### config.mk
export PLATFORM = sky130hd
export DESIGN_NAME = spi_inhibit_master
export DESIGN_NICKNAME = d
export VERILOG_FILES = /design/src/rtl/spi_inh_pkg.sv /design/src/rtl/spi_half_timer.sv /design/src/rtl/spi_shift_unit.sv /design/src/rtl/spi_status_unit.sv /design/src/rtl/spi_inhibit_master.sv
export SDC_FILE = /design/constraint.sdc
export NUM_CORES = 1
export LEC_CHECK = 0
export BUFFER_PORTS_ARGS = -buffer_cell sky130_fd_sc_hd__buf_2
export CELL_PAD_IN_SITES_DETAIL_PLACEMENT = 2
export CELL_PAD_IN_SITES_GLOBAL_PLACEMENT = 2
export CORE_MARGIN = 2
export CORE_UTILIZATION = 37
export CTS_CLUSTER_DIAMETER = 150
export CTS_CLUSTER_SIZE = 14
export DETAILED_ROUTE_END_ITERATION = 10
export PLACE_DENSITY = 0.94
export SYNTH_ARGS = -nofsm -noshare
export SYNTH_HDL_FRONTEND = slang
export SYNTH_SLANG_ARGS = --single-unit
### constraint.sdc
create_clock -name clk_i -period 4.6 [get_ports clk_i]
set_clock_uncertainty 0.15 [all_clocks]
set_input_delay 0.46 -clock clk_i [delete_from_list [all_inputs] [get_ports clk_i]]
set_output_delay 0.46 -clock clk_i [all_outputs]
set_load 0.1 [all_outputs]
### src/rtl/spi_inh_pkg.sv
package spi_inh_pkg;
  typedef enum logic [1:0] {
    ST_IDLE   = 2'd0,
    ST_ACTIVE = 2'd1,
    ST_TRAIL  = 2'd2
  } xfer_state_e;

  localparam int ST_RX_EMPTY = 0;
  localparam int ST_RX_FULL  = 1;
  localparam int ST_TX_EMPTY = 2;
  localparam int ST_TX_FULL  = 3;

  localparam int IRQ_RX   = 0;
  localparam int IRQ_DONE = 1;
endpackage

### src/rtl/spi_half_timer.sv
module spi_half_timer #(
  parameter int DIV_W = 8
) (
  input  logic             clk_i,
  input  logic             rst_ni,
  input  logic             run_i,
  input  logic [DIV_W-1:0] half_i,
  output logic             tick_o
);
  logic [DIV_W-1:0] cnt_q;

  assign tick_o = run_i && (cnt_q == (half_i - DIV_W'(1)));

  always_ff @(posedge clk_i or negedge rst_ni) begin
    if (!rst_ni)                cnt_q <= '0;
    else if (!run_i || tick_o)  cnt_q <= '0;
    else                        cnt_q <= cnt_q + DIV_W'(1);
  end
endmodule

### src/rtl/spi_shift_unit.sv
module spi_shift_unit #(
  parameter int DATA_W = 8
) (
  input  logic              clk_i,
  input  logic              rst_ni,
  input  logic              load_i,
  input  logic [DATA_W-1:0] load_data_i,
  input  logic              sample_i,
  input  logic              shift_i,
  input  logic              miso_i,
  output logic              mosi_o,
  output logic [DATA_W-1:0] result_o
);
  logic [DATA_W-1:0] sh_q;
  logic              samp_q;

  assign mosi_o   = sh_q[DATA_W-1];
  // last sampled bit is appended without a final shift
  assign result_o = {sh_q[DATA_W-2:0], samp_q};

  always_ff @(posedge clk_i or negedge rst_ni) begin
    if (!rst_ni) begin
      sh_q   <= '0;
      samp_q <= 1'b0;
    end else begin
      if (load_i)       sh_q <= load_data_i;
      else if (shift_i) sh_q <= {sh_q[DATA_W-2:0], samp_q};
      if (sample_i)     samp_q <= miso_i;
    end
  end
endmodule

### src/rtl/spi_status_unit.sv
module spi_status_unit
  import spi_inh_pkg::*;
#(
  parameter int DATA_W = 8
) (
  input  logic              clk_i,
  input  logic              rst_ni,
  input  logic              tx_wr_i,
  input  logic [DATA_W-1:0] tx_data_i,
  input  logic              rx_rd_i,
  input  logic [1:0]        irq_clr_i,
  input  logic              done_i,
  input  logic [DATA_W-1:0] result_i,
  output logic [DATA_W-1:0] tx_hold_o,
  output logic [DATA_W-1:0] rx_data_o,
  output logic [3:0]        status_o,
  output logic [1:0]        irq_o
);
  logic tx_full_q, rx_full_q;
  logic [1:0] irq_q;

  always_ff @(posedge clk_i or negedge rst_ni) begin
    if (!rst_ni) begin
      tx_full_q <= 1'b0;
      rx_full_q <= 1'b0;
      irq_q     <= '0;
      tx_hold_o <= '0;
      rx_data_o <= '0;
    end else begin
      if (done_i)                      tx_full_q <= 1'b0;
      else if (tx_wr_i && !tx_full_q)  tx_full_q <= 1'b1;
      if (tx_wr_i && !tx_full_q)       tx_hold_o <= tx_data_i;

      if (done_i) begin
        rx_full_q <= 1'b1;
        rx_data_o <= result_i;
      end else if (rx_rd_i) begin
        rx_full_q <= 1'b0;
      end

      // completion wins over a same-edge clear
      if (done_i) irq_q <= 2'b11;
      else        irq_q <= irq_q & ~irq_clr_i;
    end
  end

  always_comb begin
    status_o[ST_RX_EMPTY] = !rx_full_q;
    status_o[ST_RX_FULL]  = rx_full_q;
    status_o[ST_TX_EMPTY] = !tx_full_q;
    status_o[ST_TX_FULL]  = tx_full_q;
  end

  assign irq_o = irq_q;
endmodule

### src/rtl/spi_inhibit_master.sv
module spi_inhibit_master
  import spi_inh_pkg::*;
#(
  parameter int DATA_W = 8,
  parameter int DIV_W  = 8,
  parameter int NUM_SS = 4
) (
  input  logic              clk_i,
  input  logic              rst_ni,
  input  logic              ctrl_enable_i,
  input  logic              ctrl_inhibit_i,
  input  logic              ctrl_manual_ss_i,
  input  logic              ctrl_cpol_i,
  input  logic              ctrl_cpha_i,
  input  logic [DIV_W-1:0]  div_i,
  input  logic [NUM_SS-1:0] ss_vec_i,
  input  logic [DATA_W-1:0] tx_data_i,
  input  logic              tx_wr_i,
  input  logic              rx_rd_i,
  input  logic [1:0]        irq_clr_i,
  input  logic              miso_i,
  output logic              sck_o,
  output logic              mosi_o,
  output logic [NUM_SS-1:0] ss_no,
  output logic [DATA_W-1:0] rx_data_o,
  output logic              busy_o,
  output logic [3:0]        status_o,
  output logic [1:0]        irq_o
);
  localparam int EDGE_N = 2 * DATA_W;
  localparam int CNT_W  = $clog2(EDGE_N + 2);
  localparam logic [CNT_W-1:0] K_LAST = CNT_W'(EDGE_N);
  localparam logic [CNT_W-1:0] K_XTRA = CNT_W'(EDGE_N + 1);
  localparam logic [CNT_W-1:0] K_3    = CNT_W'(3);

  xfer_state_e       state_q, state_d;
  logic [CNT_W-1:0]  k_q, k_now, k_end;
  logic              phase_q, cpha_q;
  logic [DIV_W-1:0]  half_q;
  logic              tick, start, abort, ss_all_off;
  logic              edge_ev, sample_ev, shift_ev, done, k_odd;
  logic [DATA_W-1:0] tx_hold, result;

  assign ss_all_off = &ss_vec_i;
  assign start = (state_q == ST_IDLE) && ctrl_enable_i && !ctrl_inhibit_i
                 && status_o[ST_TX_FULL] && !ss_all_off;
  assign abort = (state_q != ST_IDLE) && (!ctrl_enable_i || ss_all_off);

  // k_now numbers the half-period boundaries since start, from 1
  assign k_now = k_q + 1'b1;
  assign k_odd = k_now[0];
  // phase 1 has no clock edge at its end: one extra half period marks it
  assign k_end = cpha_q ? K_XTRA : K_LAST;

  assign edge_ev   = (state_q == ST_ACTIVE) && tick && !abort && (k_now <= K_LAST);
  assign done      = (state_q == ST_ACTIVE) && tick && !abort && (k_now == k_end);
  assign sample_ev = edge_ev && (cpha_q ? !k_odd : k_odd);
  assign shift_ev  = edge_ev && (cpha_q ? (k_odd && k_now >= K_3)
                                        : (!k_odd && k_now < K_LAST));

  spi_half_timer #(.DIV_W(DIV_W)) i_timer (
    .clk_i  (clk_i),
    .rst_ni (rst_ni),
    .run_i  (state_q != ST_IDLE),
    .half_i (half_q),
    .tick_o (tick)
  );

  always_comb begin
    state_d = state_q;
    unique case (state_q)
      ST_IDLE:   if (start) state_d = ST_ACTIVE;
      ST_ACTIVE: if (done)  state_d = ST_TRAIL;
      ST_TRAIL:  if (tick)  state_d = ST_IDLE;
      default:              state_d = ST_IDLE;
    endcase
    if (abort) state_d = ST_IDLE;
  end

  always_ff @(posedge clk_i or negedge rst_ni) begin
    if (!rst_ni) begin
      state_q <= ST_IDLE;
      k_q     <= '0;
      phase_q <= 1'b0;
      cpha_q  <= 1'b0;
      half_q  <= DIV_W'(1);
    end else begin
      state_q <= state_d;
      if (start) begin
        k_q     <= '0;
        phase_q <= 1'b0;
        cpha_q  <= ctrl_cpha_i;
        half_q  <= (div_i == '0) ? DIV_W'(1) : div_i;
      end else if (abort) begin
        k_q     <= '0;
        phase_q <= 1'b0;
      end else if ((state_q == ST_ACTIVE) && tick) begin
        k_q <= k_now;
        if (edge_ev) phase_q <= !phase_q;
      end
    end
  end

  spi_shift_unit #(.DATA_W(DATA_W)) i_shift (
    .clk_i       (clk_i),
    .rst_ni      (rst_ni),
    .load_i      (start),
    .load_data_i (tx_hold),
    .sample_i    (sample_ev),
    .shift_i     (shift_ev),
    .miso_i      (miso_i),
    .mosi_o      (mosi_o),
    .result_o    (result)
  );

  spi_status_unit #(.DATA_W(DATA_W)) i_status (
    .clk_i     (clk_i),
    .rst_ni    (rst_ni),
    .tx_wr_i   (tx_wr_i),
    .tx_data_i (tx_data_i),
    .rx_rd_i   (rx_rd_i),
    .irq_clr_i (irq_clr_i),
    .done_i    (done),
    .result_i  (result),
    .tx_hold_o (tx_hold),
    .rx_data_o (rx_data_o),
    .status_o  (status_o),
    .irq_o     (irq_o)
  );

  assign sck_o  = ctrl_cpol_i ^ phase_q;
  assign busy_o = (state_q == ST_ACTIVE);

  for (genvar g = 0; g < NUM_SS; g++) begin : g_ss
    assign ss_no[g] = !ctrl_enable_i   ? 1'b1 :
                      ctrl_manual_ss_i ? ss_vec_i[g] :
                      (state_q == ST_IDLE) ? 1'b1 : ss_vec_i[g];
  end
endmodule

==> out/results.env <==
AVGVIACOUNTPERCELL=5.75
CRITICAL_PATH_ARRIVAL_NS=3.63
SYNTH_TOP_CELL_BY_AREA='sky130_fd_sc_hd__dfrtp_1'
POSTSYNTHAREAPERCELL_UM2=9.78
GRT_REMAINING_OVERFLOW=0
TOP_CELLS_BY_AREA_IN_THE_SYNTHESIZED_NETLIST='sky130_fd_sc_hd__dfrtp_1, sky130_fd_sc_hd__mux2_2, sky130_fd_sc_hd__nand2_1'
CP_MAX_FO=14
SEQUENTIALPOWERSHARE_PCT=47.0
POWER_DENSITY_OVER_CELL_AREA_nW_PER_UM2=371
SETUP_VIOL=0
TIMING.FINAL.HOLD_VIOLATIONS=0
CLOCK_TREE_FROM_TRITONCTS='yes'
FFS_LATCHES_SYNTH=54
GRT_ANTENNA_BEFORE_REPAIR=0
DRT_FIRST_PASS_ITERS=5
YOSYS_WARNINGS=0
NETSWITCHINGPOWER_W=0.000463
CLOCK-ROOT-BUFFER='sky130_fd_sc_hd__clkbuf_8'
ASYNC_FLOP_SHARE_PCT=100
CRIT-REG2REG-LAUNCH='half_q[0]$_DFFE_PN1P_'
HPWLAFTERDP_UM=6600
POWER.CLOCK.FRACTION_PCT=27.2
CTS-RESIZED-GATES=0
ROUTE.DETAILED.DRC=0
OUTCOME='complete, no violations'
CORE_AREA_UM2=7730
WORST-SLEW-PIN-TRANSITION_NS=0.748
GRT_FIRST_PASS_WIRELENGTH_UM=16000
POWER.SWITCHING_FRACTION_PCT=36.9
CLOCK_LATENCY_NS=0.32
FLOORPLAN.INITIALDENSITY_PCT=38.1
FINALCRITICALPERIOD_NS=3.57
NET_COUNT_OF_THE_MAPPED_NETLIST=338
POST_ROUTE_CELLS_DRIVE_ABOVE_1_SHARE_PCT=26.4
AVG_WL_PER_CELL_UM=22.0
CELL_INTERNAL_PWR_W=0.000793
YOSYSUNIQUECELLTYPES=50
SYNTH_FLOP_CELL='sky130_fd_sc_hd__dfrtp_1'
CTS_MAX_PATH_BUFFERS=2
DIEAREA_UM2=8690
IR_DROP_V=0.000262
POWER.STATIC_LEAKAGE_nW=1.61
FMAXACHIEVABLE_MHz=280
CTS.HOLD.BUFFERS_ADDED=0
MIN-DELAY-PATH-CLASS='primary input to asynchronous set/reset pin'
RSZ0062_AT_GRT='false'
HTREE_NUM_LEVELS=2
FINAL.PERIOD_UTILIZATION_PCT=77.7
GRT_UTIL_ALL_LAYERS_PCT=24.3
ANTENNA_LEFT=0
SETUP-TNS-FINAL_NS=0
MAXCAPVIOLCOUNT=0
IOS=53
CRITPATHREQUIREDTIME_NS=4.66
NUMBER_OF_CTS_INSERTED_BUFFERS=5
TIMING.REG2REG.WORST_PATH_DEPTH=8
REGTOREGENDPOINT='i_status.rx_data_o[5]$_DFFE_PN0P_'
GRT_START_MAX_NET_PINS=55
FF2FF_SETUP_SLACK_NS=1.03
YOSYSSEQAREASHARE_PCT=45.9
DRT_ITER0_DRC=97
FLOW.AREA_GROWTH_FROM_SYNTHESIS_PCT=14.9
CRITICAL_PATH.STARTPOINT_TYPE='flip-flop'
TIMING.CRITICAL_PATH.TO_TYPE='flip-flop'
PLACE.PORT_BUFFERS=52
FINALPOWER_W=0.00126
VIA_COUNT=2572
MAX_SLEW_VIO_COUNT=0
WIRELENGTH_UM=9840
PLACEMENT_ROWS=32
SETUP_FIX_BUFFERS_ADDED_AFTER_CLOCK_TREE_SYNTHESIS=0
CRITICALPATHCATEGORY='flip-flop to flip-flop'
FINALWEIGHTEDCONGESTION=0.829
CLK_PIN_SLEW_WORST_PATHS_NS=0.11
SYNTH_CELLS=301
MAXSLEWHEADROOM_PCT=49.8
SYNTHDOMINANTCELLAREASHARE_PCT=45.0
NUM-NETS-FINAL=381
DIEWIDTH_UM=93.2
Y_DIMENSION_OF_THE_DIE_UM=93.2
GRT_PASS1_VIAS=2887
MAPPEDNETLISTAREA_UM2=2940
COUNT_OF_FLIP_FLOPS_WITH_A_BUILT_IN_ENABLE_AFTER_SYNTHESIS=0
HOLD-WORST-SLACK_NS=0.114
CLOCK_SINK_COUNT=54
N_ANTENNA_CELL=0
SHARE_COMB_OF_TOTAL_POWER_PCT=25.7
==> worst max-delay path: stages, from the launching register on <==
cell and delay (ns):
sky130_fd_sc_hd__dfstp_2 0.61, sky130_fd_sc_hd__inv_1 0.09, sky130_fd_sc_hd__ha_1 0.33, sky130_fd_sc_hd__o21bai_1 0.27
sky130_fd_sc_hd__a31oi_1 0.09, sky130_fd_sc_hd__o21ai_0 0.46, sky130_fd_sc_hd__and2_1 0.46, sky130_fd_sc_hd__nand4_2 0.47
sky130_fd_sc_hd__mux2_1 0.51
==> worst max-delay path by stage <==
stage / from / to / slack [ns] / depth (start not counted)
6_report: half_q[0]$_DFFE_PN1P_ / i_status.rx_data_o[5]$_DFFE_PN0P_ / 1.03 / 8
5_1_grt: half_q[0]$_DFFE_PN1P_ / i_status.rx_data_o[5]$_DFFE_PN0P_ / 0.82 / 8
4_1_cts: half_q[0]$_DFFE_PN1P_ / i_status.rx_data_o[5]$_DFFE_PN0P_ / 1.09 / 8
3_5_place_dp: half_q[0]$_DFFE_PN1P_ / i_status.rx_data_o[5]$_DFFE_PN0P_ / 1.27 / 8
3_3_place_gp: half_q[0]$_DFFE_PN1P_ / i_status.rx_data_o[4]$_DFFE_PN0P_ / 1.52 / 8
2_1_floorplan: state_q[1]$_DFFE_PN0P_ / i_shift.sh_q[0]$_DFFE_PN0P_ / 1.32 / 6
==> power groups by stage <==
stage          clock (W)  combinational [W]  sequential [W]
3_3_place_gp           0           0.000282        0.000586
3_5_place_dp           0           0.000304        0.000595
4_1_cts         0.000347           0.000323        0.000590
5_1_grt         0.000362           0.000352        0.000598
6_report        0.000342           0.000323        0.000591
2_1_floorplan          0           0.000215        0.000586
==> cells by family after synthesis <==
family	count (synthesis)	share of synthesized area (%)
and+or+nand+nor	115	21.0
AOI/OAI and AO/OA	66	15.0
DFF	54	45.9
buffers and inverters	26	4.04
xor gates and xnor gates	18	5.35
muxes	17	6.50
adders and majority gates	5	2.12
==> cell type report <==
class / count / area (µm²)
fillers: 837 / 4350
clock inverters: 3 / 48.8
flip-flops and latches: 54 / 1350
repair buffers: 54 / 275
clock buffers: 5 / 68.8
inverters: 8 / 30.0
multi-input cells: 221 / 1480
well taps: 102 / 128
==> synthesized netlist by cell type, types with 2 or more instances <==
| library cell | instances |
|---|---|
| sky130_fd_sc_hd__a2111oi_0 | 2 |
| sky130_fd_sc_hd__a21o_1 | 2 |
| sky130_fd_sc_hd__a21oi_1 | 15 |
| sky130_fd_sc_hd__a31o_2 | 4 |
| sky130_fd_sc_hd__a41oi_1 | 8 |
| sky130_fd_sc_hd__and2_1 | 3 |
| sky130_fd_sc_hd__and3_1 | 12 |
| sky130_fd_sc_hd__buf_2 | 5 |
| sky130_fd_sc_hd__buf_4 | 2 |
| sky130_fd_sc_hd__clkbuf_1 | 10 |
| sky130_fd_sc_hd__dfrtp_1 | 53 |
| sky130_fd_sc_hd__ha_1 | 5 |
| sky130_fd_sc_hd__inv_1 | 8 |
| sky130_fd_sc_hd__mux2_1 | 4 |
| sky130_fd_sc_hd__mux2_2 | 13 |
| sky130_fd_sc_hd__nand2_1 | 34 |
| sky130_fd_sc_hd__nand2b_1 | 3 |
| sky130_fd_sc_hd__nand3_1 | 7 |
| sky130_fd_sc_hd__nand4_1 | 5 |
| sky130_fd_sc_hd__nor2_1 | 17 |
| sky130_fd_sc_hd__nor2b_1 | 6 |
| sky130_fd_sc_hd__nor3_1 | 5 |
| sky130_fd_sc_hd__nor4_1 | 3 |
| sky130_fd_sc_hd__o21a_1 | 2 |
| sky130_fd_sc_hd__o21ai_0 | 10 |
| sky130_fd_sc_hd__o21ai_1 | 3 |
| sky130_fd_sc_hd__o21bai_1 | 3 |
| sky130_fd_sc_hd__o31ai_1 | 10 |
| sky130_fd_sc_hd__or2_2 | 7 |
| sky130_fd_sc_hd__or3_1 | 2 |
| sky130_fd_sc_hd__or4_1 | 3 |
| sky130_fd_sc_hd__xnor2_1 | 5 |
| sky130_fd_sc_hd__xor2_1 | 13 |
==> placed cells by master (no fill, tap or decap), types with 10 or more instances in the layout <==
master,Yosys,layout
sky130_fd_sc_hd__buf_2,5,52
sky130_fd_sc_hd__mux2_2,13,13
sky130_fd_sc_hd__a21oi_1,15,15
sky130_fd_sc_hd__nand2_1,34,34
sky130_fd_sc_hd__nor2_1,17,17
sky130_fd_sc_hd__xor2_1,13,13
sky130_fd_sc_hd__and3_1,12,12
sky130_fd_sc_hd__o21ai_0,10,10
sky130_fd_sc_hd__o31ai_1,10,10
sky130_fd_sc_hd__dfrtp_1,53,53
==> stage by stage <==
stage	util (%)	instances	worst slack, ns	instance area [µm²]
final	43.8	447	1.03	3380
after global routing	43.8	447	0.816	3380
after CTS	43.8	447	1.09	3380
after detailed placement	42.2	439	1.27	3260
after global placement	42.2	439	1.52	3260
after floorplan	-	301	1.32	2940
==> sequential cells by signal, summed over array words and instances, names as in the netlist <==
name,flops
state_q,2
i_status.rx_full_q,1
cpha_q,1
i_timer.cnt_q,8
i_status.irq_o,2
i_status.tx_full_q,1
i_status.tx_hold_o,8
i_status.rx_data_o,8
i_shift.sh_q,8
k_q,5
phase_q,1
half_q,8
i_shift.samp_q,1
==> metal layers <==
layer,up-vias,wire length [µm],share of wire (%),GRT usage [%]
li1,1158,-,-,-
met2,76,5190,53,43.2
met4,0,320,3.3,11.0
met5,-,0,0,0
met3,28,340,3.5,3.63
met1,1310,3990,41,28.9
(Power assumes the default switching activity.)
